[src/rtl/sysclk_mode_pkg.sv]
package sysclk_mode_pkg;

    typedef enum logic [2:0] {
        PS_HALT   = 3'd0,
        PS_DIRECT = 3'd1,
        PS_GAP_UP = 3'd2,
        PS_RUN    = 3'd3,
        PS_GAP_DN = 3'd4
    } pwr_state_e;

    localparam logic [1:0] MODE_HALT   = 2'b00;
    localparam logic [1:0] MODE_DIRECT = 2'b01;
    localparam logic [1:0] MODE_RUN    = 2'b10;

    typedef struct packed {
        logic       ref_en;
        logic       pll_en;
        logic       sel_pll;
        logic       div_en;
        logic       cfg_ok;
        logic [1:0] mode;
    } clk_ctrl_t;

    // Output pattern for each controller state
    function automatic clk_ctrl_t decode_state(pwr_state_e s);
        clk_ctrl_t c;
        c = '{ref_en: 1'b0, pll_en: 1'b0, sel_pll: 1'b0, div_en: 1'b0,
              cfg_ok: 1'b0, mode: MODE_DIRECT};
        case (s)
            PS_HALT:   c.mode = MODE_HALT;
            PS_DIRECT: begin
                c.ref_en = 1'b1;
                c.cfg_ok = 1'b1;
            end
            PS_GAP_UP: c.sel_pll = 1'b1;
            PS_RUN: begin
                c.pll_en  = 1'b1;
                c.sel_pll = 1'b1;
                c.div_en  = 1'b1;
                c.mode    = MODE_RUN;
            end
            default: c.mode = MODE_DIRECT;
        endcase
        return c;
    endfunction

endpackage

[src/rtl/scm_wake_detect.sv]
module scm_wake_detect #(
    parameter int N_WAKE = 8
) (
    input  logic [N_WAKE-1:0] wake_evt,
    input  logic [N_WAKE-1:0] wake_en,
    output logic              wake_hit
);
    logic [N_WAKE-1:0] masked;

    for (genvar i = 0; i < N_WAKE; i++) begin : g_mask
        assign masked[i] = wake_evt[i] & wake_en[i];
    end

    assign wake_hit = |masked;
endmodule

[src/rtl/scm_mode_fsm.sv]
module scm_mode_fsm
    import sysclk_mode_pkg::*;
#(
    parameter int GAP_CYC = 2
) (
    input  logic       clk,
    input  logic       rst,
    input  logic       run_sel,
    input  logic       stop_req,
    input  logic       pll_lock,
    input  logic       wake_hit,
    output pwr_state_e state_o
);
    localparam int CW = (GAP_CYC > 1) ? $clog2(GAP_CYC) : 1;
    localparam logic [CW-1:0] GAP_LOAD = CW'(GAP_CYC - 1);

    pwr_state_e    st;
    logic [CW-1:0] cnt;
    logic          armed;
    logic          halt_req;
    logic          leave_pll;

    assign halt_req  = stop_req & armed;
    assign leave_pll = ~run_sel | ~pll_lock | halt_req;

    always_ff @(posedge clk) begin
        if (rst) begin
            st    <= PS_DIRECT;
            cnt   <= '0;
            armed <= 1'b1;
        end else begin
            if (!stop_req) armed <= 1'b1;
            case (st)
                PS_HALT: begin
                    if (wake_hit) st <= PS_DIRECT;
                end
                PS_DIRECT: begin
                    if (halt_req) begin
                        st    <= PS_HALT;
                        armed <= 1'b0;
                    end else if (run_sel && pll_lock) begin
                        st  <= PS_GAP_UP;
                        cnt <= GAP_LOAD;
                    end
                end
                PS_GAP_UP: begin
                    if (leave_pll) begin
                        st  <= PS_GAP_DN;
                        cnt <= GAP_LOAD;
                    end else if (cnt == '0) begin
                        st <= PS_RUN;
                    end else begin
                        cnt <= cnt - CW'(1);
                    end
                end
                PS_RUN: begin
                    if (leave_pll) begin
                        st  <= PS_GAP_DN;
                        cnt <= GAP_LOAD;
                    end
                end
                PS_GAP_DN: begin
                    if (cnt == '0) st <= PS_DIRECT;
                    else           cnt <= cnt - CW'(1);
                end
                default: st <= PS_DIRECT;
            endcase
        end
    end

    assign state_o = st;
endmodule

[src/rtl/scm_gate_decode.sv]
module scm_gate_decode
    import sysclk_mode_pkg::*;
(
    input  pwr_state_e state_i,
    output clk_ctrl_t  ctrl_o
);
    always_comb ctrl_o = decode_state(state_i);
endmodule

[src/rtl/sysclk_mode_ctrl.sv]
module sysclk_mode_ctrl
    import sysclk_mode_pkg::*;
#(
    parameter int N_WAKE  = 8,
    parameter int GAP_CYC = 2
) (
    input  logic              clk,
    input  logic              rst,
    input  logic              run_sel,
    input  logic              stop_req,
    input  logic              pll_lock,
    input  logic [N_WAKE-1:0] wake_evt,
    input  logic [N_WAKE-1:0] wake_en,
    output logic              cpu_sel_pll,
    output logic              ref_gate_en,
    output logic              pll_gate_en,
    output logic              bus_div_en,
    output logic              pll_cfg_ok,
    output logic [1:0]        mode_o
);
    logic       wake_hit;
    pwr_state_e state;
    clk_ctrl_t  ctrl;

    scm_wake_detect #(.N_WAKE(N_WAKE)) u_wake (
        .wake_evt (wake_evt),
        .wake_en  (wake_en),
        .wake_hit (wake_hit)
    );

    scm_mode_fsm #(.GAP_CYC(GAP_CYC)) u_fsm (
        .clk      (clk),
        .rst      (rst),
        .run_sel  (run_sel),
        .stop_req (stop_req),
        .pll_lock (pll_lock),
        .wake_hit (wake_hit),
        .state_o  (state)
    );

    scm_gate_decode u_dec (
        .state_i (state),
        .ctrl_o  (ctrl)
    );

    assign cpu_sel_pll = ctrl.sel_pll;
    assign ref_gate_en = ctrl.ref_en;
    assign pll_gate_en = ctrl.pll_en;
    assign bus_div_en  = ctrl.div_en;
    assign pll_cfg_ok  = ctrl.cfg_ok;
    assign mode_o      = ctrl.mode;
endmodule

[config.mk]
export PLATFORM = sky130hd
export DESIGN_NAME = sysclk_mode_ctrl
export DESIGN_NICKNAME = d
export VERILOG_FILES = /design/src/rtl/sysclk_mode_pkg.sv /design/src/rtl/scm_wake_detect.sv /design/src/rtl/scm_mode_fsm.sv /design/src/rtl/scm_gate_decode.sv /design/src/rtl/sysclk_mode_ctrl.sv
export SDC_FILE = /design/constraint.sdc
export NUM_CORES = 1
export LEC_CHECK = 0
export BUFFER_PORTS_ARGS = -buffer_cell sky130_fd_sc_hd__buf_2
export CAP_MARGIN = 0
export CORE_AREA = 5 5 42 44
export DETAILED_ROUTE_END_ITERATION = 10
export DIE_AREA = 0 0 47 49
export GPL_TIMING_DRIVEN = 1
export PLACE_DENSITY = 0.66
export SETUP_SLACK_MARGIN = 0.4
export SLEW_MARGIN = 20
export SYNTH_ARGS = -nofsm -noshare
export SYNTH_HDL_FRONTEND = slang
export SYNTH_HIERARCHICAL = 1
export SYNTH_SLANG_ARGS = --single-unit
[constraint.sdc]
create_clock -name clk -period 1.4 [get_ports clk]
set_input_delay 0.28 -clock clk [delete_from_list [all_inputs] [get_ports clk]]
set_output_delay 0.28 -clock clk [all_outputs]
set_load 0.01 [all_outputs]
==> flow_metrics.tcl <==
set metrics [dict create \
    synth_top_area_share_pct 26.8 \
    gp_congestion 0.822 \
    synthCells 47 \
    ctsLongestPathBuffers 2 \
    met3WireLength_um 89 \
    drt-met1-wl_um 414 \
    nets 99 \
    final_common_cell "buf_2" \
    wl_per_cell_um 11.8 \
    max-vdd-ir-drop_mv 0.689 \
    synth_area_leaders "dfxtp_1 (27%), a22oi_1 (8.1%), xnor2_1 (7.0%)" \
    antenna_found_initial 0 \
    synth_area_um2 373 \
    r2r_start "u_fsm/state_o[1]" \
    cp_data_required_time_ps 1560 \
    min_period_ps 1310 \
    synth-seq-cells 5 \
    reg2reg_slack_ps 90 \
    hold_path_end "u_fsm/state_o[1]" \
    whs_path_depth 2 \
    seq_area_frac_synth_pct 26.8 \
    fin_crit_sh_pct 93.6 \
    cp_max_fo 8 \
    yosys_warnings 6 \
    rsz0062_at_grt "yes" \
    r2r-end "u_fsm/state_o[0]" \
    syn_to_final_growth_pct 66.4 \
    maxSlewHeadroom_pct 76.7 \
    tns_ps 0 \
    arrival_ps 1470 \
    cts_tree "built" \
    clock_latency_ps 240 \
    grt_max_degree 9 \
    syn_nets 68 \
    worst_pin_slew_ps 350 \
    ios 28 \
    min-delay-start "rst" \
    die_h_um 49 \
    worstSetupPathType "reg -> reg" \
    slew_viol_final 0 \
    dpl.hpwl_um 844 \
    preCtsSetupSlack_ps 57.5 \
    final_cell_mix "buf_2 (24), nand2_1 (4), a22oi_1 (4)" \
    cts_made_buffers 3 \
    p_leak_nw 0.274 \
    power_density_nw_per_um2 801 \
    num_rows 14 \
    finalSetupViolations 0 \
    antennaDiodeCount 0 \
    cts_root_buffer "clkbuf_4" \
    drive_above_1_share_pct 58.4 \
    die_area_um2 2300 \
    globalRouteTotalUtil_pct 10.4 \
    finClkSkew_ps 2.56 \
    dp.cells 86 \
    hold_violations 0 \
    initialDrtViolationCount 7 \
    route.met2.wl_um 590 \
    cp_slowest_cell "or4b_1" \
    placement.io_buffers 27 \
    top_layer "met3" \
    via_per_inst 4.87 \
    ctsHoldBuffers 0 \
    grt_pass1_vias 462 \
    ant_nets 0 \
    path_clk_slew_ps 50 \
    endpoint_kind "flop" \
    htreeDepth 1 \
    die_w_um 47 \
    setup_ws_ps 90.2 \
    drc 0 \
    firstDrtPassIters 3 \
    yosys.area.top_type "dfxtp_1" \
    initial_utilization_pct 26.6 \
    overflow 0 \
    avgSynthCellArea_um2 7.93 \
    grt_pass1_wl_um 1790 \
    stdcell_count 93 \
    crit_chain "buf_4 -> or4b_1 -> o21ai_1 -> nor2_1 -> o221ai_2" \
    num_vias 453 \
    reg2reg_depth 5 \
    fp.coreArea_um2 1400 \
    routed_wirelength_um 1090 \
    fmax_mhz 763 \
    slowest_delay_ps 470 \
    hold_path.class "in -> reg" \
    synth_cell_types 24 \
    cp-start-kind "flop" \
    outcome "completed" \
    cts.sinks 5 \
    drv_cap 0 \
]
==> flip-flops by register name, summed over array words and instances, names as in the netlist <==
name           flops
u_fsm/state_o      3
u_fsm/armed        1
u_fsm/cnt          1
==> where the power goes <==
| part | leakage, nW | switching (mW) | internal (mW) |
|---|---|---|---|
| combinational | 0.216 | 0.0757 | 0.0862 |
| clock | 0.0150 | 0.0603 | 0.108 |
| sequential | 0.0428 | 0.0150 | 0.152 |
| total | 0.274 | 0.151 | 0.346 |
==> critical path, delay by kind of cell (launching register included) <==
| kind | cells | cell delay [ps] |
|---|---|---|
| and+or+nand+nor | 2 | 540 |
| AOI/OAI and AO/OA | 2 | 150 |
| buffers and inverters | 1 | 180 |
| DFF | 1 | 350 |
==> cell families after synthesis <==
logic type,Yosys count,share of synthesized area (%)
simple gates,19,29.5
compound gates,13,24.5
buf+inv,7,12.1
flops,5,26.8
xor+xnor,3,7.05
==> synth_stat cells <==
master / instances
nor2_1: 3
nor2b_4: 1
nand2b_1: 1
nand3b_1: 1
dfxtp_1: 5
or4b_1: 1
nand2_1: 4
a221oi_1: 1
nand3_1: 3
buf_4: 3
o21ai_0: 2
a21oi_1: 2
inv_1: 3
nor3_1: 1
buf_6: 1
a22oi_1: 4
and2_1: 1
nand4_1: 1
a31oi_1: 2
o221ai_2: 1
or3_1: 1
xnor2_1: 3
o21ai_1: 1
nor3b_1: 1
==> final cells by class <==
cell class                 count  area [um2]
clock buffer                   4        26.3
timing repair buffer          30         176
tap                           16        20.0
sequential                     5         111
inverter                       3        11.3
fill                         151         781
multi-input combinational     35         275
==> per-layer routing <==
metal  vias up  global-route usage (%)
met3         0                    5.90
met4         0                    1.84
li1        229                       -
met1       208                    10.4
met2        16                    18.3
met5         -                       0
==> how the worst max path moves through the flow <==
stage                     startpoint               end  slack [ps]  cells after the start
detailed placement       wake_evt[2]  u_fsm/state_o[1]          60                      6
global route        u_fsm/state_o[1]         mode_o[1]          50                      3
global placement         wake_evt[2]  u_fsm/state_o[1]         120                      6
CTS                 u_fsm/state_o[1]         mode_o[1]          90                      3
floorplan           u_fsm/state_o[1]  u_fsm/state_o[0]         230                      5
finish              u_fsm/state_o[1]  u_fsm/state_o[0]          90                      5
==> through the flow <==
step                      utilization [%]  hold slack (ps)  cell area [um2]  power (mW)
final                                44.3              252              621       0.497
after global routing                 44.3              243              621       0.535
after CTS                            42.4              236              594       0.496
after detailed placement             36.5              487              512       0.308
after global placement               36.5              469              512       0.303
after floorplan                         -              342              390       0.259
==> timing repair <==
item,in CTS,in global routing
endpoints found under the setup margin,11,12
gates resized for setup,9,5
pin swaps,1,3
gates cloned,0,0
buffers inserted,3,0
No activity file was read; power rests on OpenSTA's default activity.
